File: config.mk
export PLATFORM = sky130hd
export DESIGN_NAME = irq_status_pair
export DESIGN_NICKNAME = d
export VERILOG_FILES = /design/src/rtl/irqsp_pkg.sv /design/src/rtl/irqsp_level_track.sv /design/src/rtl/irqsp_sticky.sv /design/src/rtl/irqsp_rd_seq.sv /design/src/rtl/irqsp_irq_gate.sv /design/src/rtl/irq_status_pair.sv
export SDC_FILE = /design/constraint.sdc
export NUM_CORES = 1
export LEC_CHECK = 0
export CAP_MARGIN = 20
export CORE_AREA = 5 5 58 60
export DETAILED_ROUTE_END_ITERATION = 12
export DIE_AREA = 0 0 63 65
export PLACE_DENSITY = 0.87
export SYNTH_ARGS = -nofsm -noshare
export SYNTH_HDL_FRONTEND = slang
export SYNTH_SLANG_ARGS = --single-unit
File: constraint.sdc
create_clock -name clk -period 2.2 [get_ports clk]
set_input_delay 0.22 -clock clk [delete_from_list [all_inputs] [get_ports clk]]
set_output_delay 0.22 -clock clk [all_outputs]
set_load 0.005 [all_outputs]
File: src/rtl/irqsp_pkg.sv
// Shared constants and types for the dual-master interrupt status register.
package irqsp_pkg;
    localparam int STAT_W    = 8;
    localparam int BIT_EXT   = 0;
    localparam int BIT_INIT  = 1;
    localparam int BIT_BUSY  = 2;
    localparam int BIT_LOST  = 3;
    localparam int BIT_OWN   = 6;
    localparam int BIT_CROSS = 7;
    localparam int N_STICKY  = 3;

    typedef logic [STAT_W-1:0] stat_t;
endpackage

File: src/rtl/irqsp_level_track.sv
// Registers the level-tracked bits of one status copy.
// Assumes: inputs are synchronous to clk; each bit follows its source one clock late.
module irqsp_level_track (
    input  logic clk,
    input  logic rst_n,
    input  logic ext_low,
    input  logic own_t,
    input  logic cross_t,
    output logic ext_q,
    output logic own_q,
    output logic cross_q
);
    // Sample the three level sources each cycle.
    always_ff @(posedge clk) begin
        if (!rst_n) begin
            ext_q   <= 1'b0;
            own_q   <= 1'b0;
            cross_q <= 1'b0;
        end else begin
            ext_q   <= ext_low;
            own_q   <= own_t;
            cross_q <= cross_t;
        end
    end
endmodule

File: src/rtl/irqsp_sticky.sv
// Event-latched status bits with a common clear; a set wins over the clear in the same cycle.
// Assumes: set inputs are one-cycle pulses; clr is a one-cycle pulse.
module irqsp_sticky #(
    parameter int N = 3
) (
    input  logic         clk,
    input  logic         rst_n,
    input  logic [N-1:0] set,
    input  logic         clr,
    output logic [N-1:0] q
);
    // Hold, clear or set each bit; set has priority.
    always_ff @(posedge clk) begin
        if (!rst_n) begin
            q <= '0;
        end else begin
            q <= set | (q & ~{N{clr}});
        end
    end
endmodule

File: src/rtl/irqsp_rd_seq.sv
// Per-master read sequencer: captures the copy at read start and counts bit clocks.
// Its clear output fires on the CLR_PULSE-th bit clock of a read.
// Assumes: rd_start begins a read; bit clocks beyond CLR_PULSE or outside a read do nothing.
module irqsp_rd_seq
    import irqsp_pkg::*;
#(
    parameter int CLR_PULSE = 2
) (
    input  logic  clk,
    input  logic  rst_n,
    input  logic  rd_start,
    input  logic  rd_bit,
    input  stat_t stat_in,
    output stat_t rd_data,
    output logic  clr
);
    localparam int             CNT_W = $clog2(CLR_PULSE + 1);
    localparam logic [CNT_W-1:0] IDLE = CNT_W'(CLR_PULSE);
    localparam logic [CNT_W-1:0] LAST = CNT_W'(CLR_PULSE - 1);

    logic [CNT_W-1:0] cnt_q;

    // Clear pulse on the edge of the last counted bit clock.
    always_comb begin
        clr = !rd_start && rd_bit && (cnt_q == LAST);
    end

    // Capture the byte at read start and count bit clocks until saturation.
    always_ff @(posedge clk) begin
        if (!rst_n) begin
            cnt_q   <= IDLE;
            rd_data <= '0;
        end else if (rd_start) begin
            cnt_q   <= '0;
            rd_data <= stat_in;
        end else if (rd_bit && (cnt_q != IDLE)) begin
            cnt_q   <= cnt_q + CNT_W'(1);
        end
    end
endmodule

File: src/rtl/irqsp_irq_gate.sv
// Combines one status copy with its per-bit enables into an interrupt request.
module irqsp_irq_gate
    import irqsp_pkg::*;
(
    input  stat_t stat,
    input  stat_t en,
    output logic  irq
);
    // OR of enabled status bits.
    always_comb begin
        irq = |(stat & en);
    end
endmodule

File: src/rtl/irq_status_pair.sv
// Two interrupt status copies, one per upstream master, behind one address.
// Assumes: event inputs are one-cycle pulses; NUM_MASTERS is 2, and master m's peer is (m+1)%NUM_MASTERS.
module irq_status_pair
    import irqsp_pkg::*;
#(
    parameter int NUM_MASTERS = 2,
    parameter int CLR_PULSE   = 2
) (
    input  logic                          clk,
    input  logic                          rst_n,
    input  logic                          ext_int_n,
    input  logic                          recov_req,
    input  logic [NUM_MASTERS-1:0]        evt_init_done,
    input  logic [NUM_MASTERS-1:0]        evt_busy_switch,
    input  logic [NUM_MASTERS-1:0]        evt_switch_away,
    input  logic [NUM_MASTERS-1:0]        own_test,
    input  logic [NUM_MASTERS-1:0]        cross_test,
    input  logic [NUM_MASTERS*STAT_W-1:0] int_en,
    input  logic [NUM_MASTERS-1:0]        rd_start,
    input  logic [NUM_MASTERS-1:0]        rd_bit,
    output logic [NUM_MASTERS*STAT_W-1:0] rd_data,
    output logic [NUM_MASTERS-1:0]        irq
);
    logic [NUM_MASTERS*STAT_W-1:0] status_q;
    logic [NUM_MASTERS-1:0]        clr_pulse;

    for (genvar m = 0; m < NUM_MASTERS; m++) begin : g_master
        localparam int PEER = (m + 1) % NUM_MASTERS;

        logic                ext_q, own_q, cross_q;
        logic [N_STICKY-1:0] sticky_set, sticky_q;
        stat_t               copy_w, rd_w;

        irqsp_level_track u_lvl (
            .clk     (clk),
            .rst_n   (rst_n),
            .ext_low (!ext_int_n),
            .own_t   (own_test[m]),
            .cross_t (cross_test[PEER]),
            .ext_q   (ext_q),
            .own_q   (own_q),
            .cross_q (cross_q)
        );

        // Event pulses mapped onto sticky bits; recovery request blocks busy-at-switch.
        always_comb begin
            sticky_set = {evt_switch_away[m],
                          evt_busy_switch[m] & !recov_req,
                          evt_init_done[m]};
        end

        irqsp_sticky #(.N(N_STICKY)) u_sticky (
            .clk   (clk),
            .rst_n (rst_n),
            .set   (sticky_set),
            .clr   (clr_pulse[m]),
            .q     (sticky_q)
        );

        // Assemble the copy in its bit layout; reserved bits are zero.
        always_comb begin
            copy_w            = '0;
            copy_w[BIT_EXT]   = ext_q;
            copy_w[BIT_INIT]  = sticky_q[0];
            copy_w[BIT_BUSY]  = sticky_q[1];
            copy_w[BIT_LOST]  = sticky_q[2];
            copy_w[BIT_OWN]   = own_q;
            copy_w[BIT_CROSS] = cross_q;
        end

        irqsp_rd_seq #(.CLR_PULSE(CLR_PULSE)) u_rd (
            .clk      (clk),
            .rst_n    (rst_n),
            .rd_start (rd_start[m]),
            .rd_bit   (rd_bit[m]),
            .stat_in  (copy_w),
            .rd_data  (rd_w),
            .clr      (clr_pulse[m])
        );

        irqsp_irq_gate u_irq (
            .stat (copy_w),
            .en   (int_en[m*STAT_W +: STAT_W]),
            .irq  (irq[m])
        );

        assign status_q[m*STAT_W +: STAT_W] = copy_w;
        assign rd_data[m*STAT_W +: STAT_W]  = rd_w;
    end
endmodule

Word level (Yosys, flattened, before mapping)
Index checks and enable logic that the tools add are counted.

Multiplexer cells: 4. Add/sub/neg operators: 2. Bitwise logic cells: 11. Equality and inequality tests: 4. Reduce and logical (&&, ||, !) cells: 16.

Operators by type and width (number): $and A8 B8 Y8 (2); $reduce_or A8 Y1 (2); $mux W2 (4); $and A3 B3 Y3 (2); $logic_and A1 B1 Y1 (6); $not A3 Y3 (2); $or A3 B3 Y3 (2); $add A2 B1 Y2 const B (2); $eq A2 B1 Y1 const B (2); $logic_not A1 Y1 (4); $ne A2 B2 Y1 const B (2); $reduce_bool A2 Y1 (2); $reduce_or A2 Y1 (2); $and A1 B1 Y1 (2); $not A1 Y1 (1).

Bits in registers: 27. Input port bits: 34. Word-level logic and storage cells: 50. Output and inout bits: 18.

Longest topological paths before layout
Gate-level depths: netlist of the first run.

Word-level depth: 6. Gate-level depth with buffers: 5. Mapped depth without buffers: 5.

By module
From an unflattened synthesis of the first run, not the netlist that was laid out.

Cell total of the unflattened synthesis: 122. Area total of the unflattened synthesis: 1308.8 um^2.

Modules (own cells, without submodules): irqsp_rd_seq (cells each 39, area each 427.9 um^2, times used 2, sequential area each 200.2 um^2); irqsp_sticky (cells each 9, area each 101.3 um^2, times used 2, sequential area each 60.1 um^2); irqsp_level_track (cells each 6, area each 78.8 um^2, times used 2, sequential area each 60.1 um^2); irqsp_irq_gate (cells each 5, area each 36.3 um^2, times used 2, sequential area each 0.0 um^2); irq_status_pair (cells each 4, area each 20.0 um^2, times used 1, sequential area each 0.0 um^2).

Worst setup path after synthesis of the first run
OpenSTA, ideal clock, no wires.

Path kind: reg2reg. Start: register g_master[0].u_rd.cnt_q[0]. End: register g_master[0].u_rd.cnt_q[0]. Cell stages (with the launch flop): 6. Clock period less this slack: 1081 ps. Required time: 2081 ps. Library setup time: 119 ps. Arrival time: 962 ps. Slack: 1119 ps. Path buffers: 0. Path through: dfxtp_1 inv_1 ha_1 and2b_2 xnor2_1 nor3b_2.

Cells in the longest elaborated chain, start to end: 2. Elaborated cells between the ends (all ways): 3. Classes of those cells: add/sub (1); eq/ne (1); reduce/logical (1).

Ends and longest elaborated chain: start, declared (line irqsp_rd_seq.sv:21) `logic [CNT_W-1:0] cnt_q;`; start signal, assigned (line irqsp_rd_seq.sv:37) `cnt_q <= cnt_q + CNT_W'(1);`; branches (longest 2 deep; another with $add A2 B1 Y2).

Several ways; the timed one is not identified. A chain may end at the register's enable or synchronous reset.

==> flow_metrics.py, run 1 <==
metrics = {
    "drt": {
        "vias": 885,
        "wl_per_cell_um": 13.4,
        "final_antenna_net_count": 0,
        "via_per_inst": 4.81,
        "drt-pass1-iter-count": 4,
        "routed_wl_um": 2460,
        "drc": 0,
        "first_iter_violations": 20,
    },
    "floorplanning": {
        "die_height_um": 65,
        "die-area_mm2": 0.00410,
        "rows": 20,
        "die_x_um": 63,
        "ios": 52,
        "core_mm2": 0.00288,
        "initial_utilization": 0.403,
    },
    "worst_setup_path": {
        "cp_num_buf_inv": 1,
        "arrival_ns": 1.44,
        "cp_top_family": "buffers and inverters",
        "critical_path_class": "register to primary output",
        "crit_start": "g_master[1].u_lvl.ext_q",
        "max_stage_delay_ns": 0.46,
        "r2r_start": "g_master[0].u_rd.cnt_q[0]",
        "start_kind": "register",
        "cp.required_ns": 1.98,
        "reg2reg_depth": 5,
        "cpMaxStageDelayCell": "clkdlybuf4s50_1",
        "reg2reg_to": "g_master[0].u_rd.cnt_q[0]",
        "crit_path_end_kind": "primary output",
        "cp_cell_sequence": "a22oi_1 -> nand3_1 -> clkdlybuf4s50_1",
        "r2r_slack_ns": 0.98,
        "path_max_fanout": 4,
    },
    "clock_tree": {
        "cts_setup_buffers": 0,
        "numCtsBuffers": 3,
        "clockBufferDepth": 2,
        "path_clk_slew_ns": 0.13,
        "htreeDepth": 1,
        "clockRootBuffer": "clkbuf_4",
        "cts_tree": "done",
        "clock-sinks": 27,
        "insertion_delay_ns": 0.30,
        "cts_resized": 0,
        "cts_hold_repair.buffers": 0,
    },
    "synthesis": {
        "ys_types": 20,
        "synth_top_family_by_area": "simple AND/OR/NAND/NOR gates",
        "ys_ff_latch": 27,
        "ys_seq_area_frac": 0.467,
        "synth_xor_area_frac": 0.0151,
        "ys.flop_type": "dfxtp_1",
        "synth_mux_area_frac": 0.104,
        "synthArstFlopShare": 0,
        "synth_compound_area_frac": 0.0713,
        "synth-edff-count": 0,
        "synthesis.area_mm2": 0.00116,
        "ys_warn_count": 0,
        "syn_inst": 112,
        "syn_area_per_cell_um2": 10.3,
        "yosys.area_share.simple": 0.213,
        "synthAdderAreaFrac": 0.0432,
    },
    "sta": {
        "hold_violations": 0,
        "fin_crit_sh": 0.754,
        "setup-tns-final_ns": 0,
        "setup_viol": 0,
        "final_max_slew_viol_count": 0,
        "max_slew_margin": 0.466,
        "finClkSkew_ns": 0.00200,
        "worst_pin_slew_ns": 0.798,
        "period_needed_ns": 1.66,
        "rsz0062_at_grt": "false",
        "max_freq_ghz": 0.603,
    },
    "finish": {
        "area_growth_pct": 36.8,
        "n_antenna_cell": 0,
        "final_util": 0.551,
        "nets": 190,
        "drive_gt1_frac": 0.0464,
        "fin_area_mm2": 0.00159,
        "fillerInstances": 250,
    },
    "hold_path": {
        "hold_path.class": "input port to register",
        "min_path_cells": 2,
        "whs_endpoint": "g_master[1].u_lvl.ext_q",
        "holdCritStartpoint": "ext_int_n",
    },
    "global_routing": {
        "grt_pass1_vias": 1032,
        "grt_pass1_wl_um": 4280,
        "grt_usage": 0.129,
        "grt_max_degree": 30,
        "antenna_found_initial": 0,
        "overflow": 0,
    },
    "status": {
        "outcome": "complete, no violations",
    },
    "power_and_ir_drop": {
        "p_leak_uw": 0.000638,
        "p_per_area_mw_per_mm2": 569,
        "worst_ir_drop_vdd_v": 0.000344,
    },
    "placed_design": {
        "port_buffers": 43,
        "placed_cell_area_mm2": 0.00156,
        "place_congestion": 0.660,
        "hpwlAfterDp_um": 1990,
    },
    "run": {
        "cap_violations": 0,
    },
}
cells in the final DEF, fill, tap and decap left out, drive strengths merged, types with 4 or more instances in the layout:
| master | n |
|---|---|
| clkdlybuf4s50 | 43 |
| dfxtp | 27 |
| nor2b | 17 |
| mux2i | 12 |
| a22oi | 6 |
| inv | 4 |
| nand3 | 4 |
| and2 | 4 |
| nand2 | 4 |
| nand3b | 4 |
| a21oi | 4 |
| ha | 4 |
| conb | 4 |
| clkbuf | 4 |
cell type report:
class,instances,area (um2),share of cell area
well taps,33,41.3,0.0260
clock buffers,4,26.3,0.0166
repair buffers,43,430,0.272
multi-input cells,73,532,0.335
flip-flops and latches,27,541,0.341
inverters,4,15.0,0.00947
registers in the layout, summed over array words and instances, names as in the netlist:
signal,cells
g_master.u_lvl.cross_q,2
g_master.u_lvl.ext_q,1
g_master.u_lvl.own_q,2
g_master.u_rd.cnt_q,4
g_master.u_rd.rd_data,12
g_master.u_sticky.q,6
stage by stage:
stage               hold WS (ns)  instances  setup WS (ns)  power (uW)
detailed placement         0.486        180          0.548         716
floorplan                  0.292        115           1.12         632
global route               0.441        184          0.452         956
CTS                        0.419        184          0.504         918
finish                     0.433        184          0.541         902
global placement           0.462        180          0.576         705
cells in the mapped netlist, types with 3 or more instances:
cell      count  area share
dfxtp_1      27        0.47
nor2b_1      17       0.092
mux2i_1      12        0.10
a22oi_1       6       0.039
buf_4         6       0.039
a21oi_1       4       0.017
and2_1        4       0.022
ha_1          4       0.043
inv_1         4       0.013
nand2_1       4       0.013
nand3_1       4       0.017
nand3b_1      4       0.026
buf_2         3       0.013
where the power goes:
part / leakage, uW / internal (uW) / total [uW] / switching, uW
logic: 0.000400 / 109 / 167 / 57.3
registers: 0.000223 / 517 / 536 / 18.3
clock network: 0.0000150 / 70.6 / 200 / 129
total: 0.000638 / 697 / 902 / 205
routing by layer:
metal  share of wire  track usage  up-vias
li1                -            -      440
met3           0.099       0.0451        2
met5               0            0        -
met1            0.38        0.127      406
met2            0.51        0.249       37
met4          0.0061       0.0398        0
worst reg2reg max path: cells and delay by family (launching register included):
kind                       cells  cell delay (ns)
DFF                            1             0.40
and+or+nand+nor                2             0.31
adders and majority gates      1             0.19
xor gates and xnor gates       1             0.15
buffers and inverters          1             0.06
cells by family after synthesis:
logic type,after synthesis
DFF,27
and+or+nand+nor,39
other,1
buffers and inverters,15
xor gates and xnor gates,2
AOI/OAI and AO/OA,12
adders and majority gates,4
muxes,12
worst max-delay path by stage:
stage | end | slack, ns | cells past startpoint
2_1_floorplan | g_master[0].u_rd.cnt_q[0] | 1.12 | 5
3_3_place_gp | irq[0] | 0.58 | 4
3_5_place_dp | irq[0] | 0.55 | 4
4_1_cts | irq[0] | 0.50 | 3
5_1_grt | irq[0] | 0.45 | 3
6_report | irq[0] | 0.54 | 3
No activity file was read; power rests on OpenSTA's default activity.
==> run 2: changes to the inputs <==
- CORE_AREA: 5 5 58 60 -> 5 5 60 62
- DIE_AREA: 0 0 63 65 -> 0 0 65 67
- PLACE_DENSITY: 0.87 -> 0.82
- clock period: 2.2 -> 1.6 ns (I/O delays scaled with it)
==> flow_metrics.py, run 2 (synthesized netlist as in run 1, its figures left out) <==
metrics = {
    "worst_setup_path": {
        "path_max_fanout": 3,
        "max_stage_delay_ns": 0.37,
        "r2r_slack_ns": 0.44,
        "cp_cell_sequence": "buf_4 -> a22oi_1 -> nand3_1 -> dlymetal6s2s_1",
        "crit_path_end_kind": "primary output",
        "start_kind": "register",
        "critical_path_class": "register to primary output",
        "reg2reg_to": "g_master[0].u_rd.cnt_q[0]",
        "reg2reg_depth": 5,
        "cp.required_ns": 1.44,
        "r2r_start": "g_master[0].u_rd.cnt_q[0]",
        "cpMaxStageDelayCell": "dfxtp_4",
        "arrival_ns": 1.20,
    },
    "power_and_ir_drop": {
        "combPwrFrac": 0.186,
        "worst_ir_drop_vdd_v": 0.000424,
        "pwr-share-clk": 0.227,
        "power_frac_seq": 0.587,
        "p_per_area_mw_per_mm2": 766,
        "p_switching_uw": 288,
        "sw_frac_of_total": 0.230,
        "p_int_uw": 964,
        "p_leak_uw": 0.000678,
    },
    "finish": {
        "mostFrequentLayoutCell": "clkdlybuf4s50_1",
        "largest_register_ffs": 12,
        "area_growth_pct": 41.0,
        "fillerInstances": 277,
        "largestRegisters": "g_master.u_rd.rd_data x12, g_master.u_sticky.q x6, g_master.u_rd.cnt_q x4",
        "top_register": "g_master.u_rd.rd_data",
        "final_util": 0.549,
        "fin_area_mm2": 0.00163,
        "drive_gt1_frac": 0.0962,
        "layout_common_cells": "41 x clkdlybuf4s50_1, 24 x dfxtp_1, 17 x nor2b_1",
        "nets": 195,
        "n_antenna_cell": 0,
    },
    "global_routing": {
        "grt_pass1_wl_um": 3820,
        "grt_usage": 0.113,
        "overflow": 0,
        "antenna_found_initial": 0,
        "grt_max_degree": 20,
        "grt_pass1_vias": 914,
    },
    "run": {
        "cap_violations": 0,
    },
    "floorplanning": {
        "initial_utilization": 0.389,
        "ios": 52,
        "rows": 20,
        "die-area_mm2": 0.00436,
        "core_mm2": 0.00298,
        "die_x_um": 65,
        "die_height_um": 67,
    },
    "clock_tree": {
        "htreeDepth": 1,
        "cts_tree": "done",
        "insertion_delay_ns": 0.31,
        "path_clk_slew_ns": 0.13,
        "clock-sinks": 27,
        "cts_hold_repair.buffers": 0,
        "clockBufferDepth": 2,
        "numCtsBuffers": 3,
        "clockRootBuffer": "clkbuf_4",
    },
    "drt": {
        "vias": 879,
        "via_per_inst": 4.65,
        "routed_wl_um": 2320,
        "drt-pass1-iter-count": 4,
        "drt-met1-wl_um": 990,
        "wl_per_cell_um": 12.3,
        "wl_met3_um": 269,
        "first_iter_violations": 21,
        "drc": 0,
        "maxUsedRoutingLayer": "met4",
        "wl_met2_um": 1050,
        "final_antenna_net_count": 0,
    },
    "sta": {
        "rsz0062_at_grt": "false",
        "max_freq_ghz": 0.733,
        "period_needed_ns": 1.36,
        "setup_viol": 0,
        "final_max_slew_viol_count": 0,
        "setup-tns-final_ns": 0,
        "final.setup.worst_slack_ns": 0.235,
        "fin_crit_sh": 0.853,
        "hold_violations": 0,
        "finClkSkew_ns": 0.00269,
    },
    "placed_design": {
        "port_buffers": 43,
        "place_ws_ns": 0.114,
        "place_congestion": 0.699,
        "placed_cell_area_mm2": 0.00159,
        "hpwlAfterDp_um": 1850,
    },
    "hold_path": {
        "hold_path.class": "input port to register",
        "min_path_cells": 2,
        "whs_endpoint": "g_master[1].u_lvl.ext_q",
        "holdCritStartpoint": "ext_int_n",
    },
    "status": {
        "outcome": "complete, no violations",
    },
}
-- run 2: changes by cell type in the layout (fill, tap and decap cells not counted) --
cell	before	now
dlymetal6s2s_1	0	2
clkdlybuf4s50_1	43	41
dfxtp_1	27	24
dfxtp_2	0	2
dfxtp_4	0	1
buf_4	0	5
-- run 2: power by group through the flow --
stage	logic [uW]	registers (uW)	clock network (uW)
floorplan	122	747	0
global placement	227	750	0
detailed placement	234	751	0
CTS	236	736	298
global route	256	741	326
finish	233	735	285
-- run 2: per-stage QoR --
step	hold WS (ns)	power (uW)	std cells
floorplan	0.232	868	115
global placement	0.465	977	184
detailed placement	0.466	985	184
CTS	0.350	1270	188
global route	0.334	1320	189
finish	0.357	1250	189
-- run 2: final cells by class --
class                      count  area, um2  area share
clock buffer                   4       26.3      0.0161
inverter                       4       15.0     0.00919
multi-input combinational     73        532       0.325
sequential                    27        547       0.335
tap                           33       41.3      0.0253
timing repair buffer          48        473       0.289
-- run 2: worst max-delay path by stage --
| stage | startpoint | endpoint | slack [ns] | depth (start not counted) |
|---|---|---|---|---|
| 2_1_floorplan | g_master[0].u_rd.cnt_q[0] | g_master[0].u_rd.cnt_q[0] | 0.52 | 5 |
| 3_3_place_gp | int_en[15] | irq[1] | 0.13 | 4 |
| 3_5_place_dp | int_en[7] | irq[0] | 0.11 | 4 |
| 4_1_cts | g_master[1].u_sticky.q[0] | irq[1] | 0.01 | 3 |
| 5_1_grt | g_master[1].u_lvl.ext_q | irq[1] | 0.08 | 4 |
| 6_report | g_master[1].u_lvl.ext_q | irq[1] | 0.24 | 4 |
-- run 2: per-layer routing --
layer / track usage / vias up
met2: 0.201 / 39
met4: 0.0475 / 0
met1: 0.119 / 388
li1: - / 450
met5: 0 / -
met3: 0.0455 / 2
-- run 2: worst max-delay path: cells and delay by family, from the launching register on --
family                 cells  cell delay (ns)
DFF                        1             0.37
and+or+nand+nor            1             0.08
AOI/OAI and AO/OA          1             0.15
buffers and inverters      2             0.29
-- run 2: timing repair --
| action | 4_1_cts | 5_1_grt |
|---|---|---|
| gates resized for setup | 1 | 5 |
| buffers inserted | 0 | 1 |
| endpoints found under the setup margin | 1 | 2 |
==> run 3: changes to the inputs <==
- CORE_AREA: 5 5 60 62 -> 5 5 70 53
- DIE_AREA: 0 0 65 67 -> 0 0 75 58
- PLACE_DENSITY: 0.82 -> 0.83
- SETUP_SLACK_MARGIN: not set -> 0.2
==> flow_metrics.py, run 3 (synthesized netlist as in run 1, its figures left out) <==
metrics = {
    "status": {
        "outcome": "complete, no violations",
    },
    "clock_tree": {
        "path_clk_slew_ns": 0.09,
        "clockBufferDepth": 2,
        "insertion_delay_ns": 0.27,
        "htreeDepth": 1,
        "numCtsBuffers": 3,
        "clockRootBuffer": "clkbuf_8",
        "cts_tree": "done",
        "cts_hold_repair.buffers": 0,
        "cts_setup_buffers": 0,
        "clock-sinks": 27,
    },
    "drt": {
        "routed_wl_um": 2590,
        "drc": 0,
        "wl_per_cell_um": 13.4,
        "via_per_inst": 4.59,
        "drt-pass1-iter-count": 3,
        "final_antenna_net_count": 0,
        "first_iter_violations": 32,
        "vias": 890,
    },
    "finish": {
        "multiInputGateArea_um2": 542,
        "largest_register_ffs": 12,
        "drive_gt1_frac": 0.103,
        "mostFrequentLayoutCell": "clkdlybuf4s50_1",
        "register_area_um2": 542,
        "layout_common_cells": "41 x clkdlybuf4s50_1, 26 x dfxtp_1, 17 x nor2b_1",
        "top_register": "g_master.u_rd.rd_data",
        "largestRegisters": "g_master.u_rd.rd_data x12, g_master.u_sticky.q x6, g_master.u_rd.cnt_q x4",
        "n_antenna_cell": 0,
        "nets": 195,
        "area_growth_pct": 43.1,
        "fillerInstances": 268,
        "final_cell_count_no_fill": 194,
    },
    "placed_design": {
        "port_buffers": 43,
        "hpwlAfterDp_um": 2110,
        "place_congestion": 0.763,
        "placedCellCount": 190,
    },
    "worst_setup_path": {
        "start_kind": "register",
        "arrival_ns": 1.18,
        "cp.required_ns": 1.44,
        "path_max_fanout": 3,
        "critical_path_class": "register to primary output",
        "crit_path_end_kind": "primary output",
    },
    "sta": {
        "hold_violations": 0,
        "finClkSkew_ns": 0.00323,
        "setup_viol": 0,
        "max_freq_ghz": 0.748,
        "fin_crit_sh": 0.836,
        "rsz0062_at_grt": "false",
        "final_max_slew_viol_count": 0,
        "setup-tns-final_ns": 0,
        "period_needed_ns": 1.34,
    },
    "floorplanning": {
        "initial_utilization": 0.386,
        "die_height_um": 58,
        "die_x_um": 75,
        "ios": 52,
        "core_mm2": 0.00300,
        "rows": 17,
        "die-area_mm2": 0.00435,
    },
    "global_routing": {
        "grt_max_degree": 30,
        "grt_pass1_wl_um": 4060,
        "antenna_found_initial": 0,
        "grt_pass1_vias": 921,
        "grt_usage": 0.122,
        "overflow": 0,
    },
    "hold_path": {
        "hold_path.class": "input port to register",
    },
    "power_and_ir_drop": {
        "worst_ir_drop_vdd_v": 0.000533,
        "p_per_area_mw_per_mm2": 815,
        "p_leak_uw": 0.000675,
    },
    "run": {
        "cap_violations": 0,
    },
}
## run 3: changes by cell type in the layout (fill, tap and decap cells not counted), sizes merged
cell / previous run / this run
dlymetal6s2s: 2 / 0
dlygate4sd2: 0 / 2
clkbuf: 4 / 3
clkinv: 0 / 1
## run 3: power by group
part           switching [uW]  leakage, uW  total, uW  internal (uW)
clock                     202    0.0000255        377            174
sequential               26.8     0.000223        738            711
combinational            81.8     0.000426        237            155
## run 3: worst paths after layout
path                              from                        end  slack [ns]  cells past startpoint
max reg2reg  g_master[0].u_rd.cnt_q[0]  g_master[0].u_rd.cnt_q[0]        0.42                      5
max          g_master[1].u_sticky.q[0]                     irq[1]        0.26                      3
min                          ext_int_n    g_master[1].u_lvl.ext_q        0.41                      2
min reg2reg  g_master[1].u_sticky.q[1]  g_master[1].u_sticky.q[1]        0.49                      2
## run 3: layout make-up
type | count | area share
Clock buffer | 3 | 0.0249
Clock inverter | 1 | 0.00302
Timing Repair Buffer | 48 | 0.281
Tap cell | 38 | 0.0287
Sequential cell | 27 | 0.327
Multi-Input combinational cell | 73 | 0.327
Inverter | 4 | 0.00906
## run 3: critical path, stage by stage (launching register included)
cell,delay (ns)
dfxtp_1,0.34
a22oi_2,0.21
nand3_1,0.09
dlygate4sd2_1,0.27
## run 3: layer usage
| metal | track usage | vias up | share of wire |
|---|---|---|---|
| li1 | - | 456 | - |
| met1 | 0.147 | 397 | 0.43 |
| met2 | 0.202 | 31 | 0.48 |
| met3 | 0.0416 | 6 | 0.074 |
| met4 | 0.0406 | 0 | 0.021 |
| met5 | 0 | - | 0 |
## run 3: timing repair
action	4_1_cts	5_1_grt
resized for setup	5	0
setup endpoints to repair	2	1
pin swaps	1	1
endpoints found under the hold margin	0	0
## run 3: stage by stage
stage | power, uW | setup slack [ns] | area, um2 | hold slack, ns | util
global placement | 979 | 0.0211 | 1600 | 0.463 | 0.534
CTS | 1370 | 0.232 | 1660 | 0.404 | 0.553
global route | 1420 | 0.201 | 1660 | 0.421 | 0.553
finish | 1350 | 0.263 | 1660 | 0.411 | 0.553
floorplan | 868 | 0.519 | 1170 | 0.232 | -
detailed placement | 993 | 0.0341 | 1600 | 0.485 | 0.534
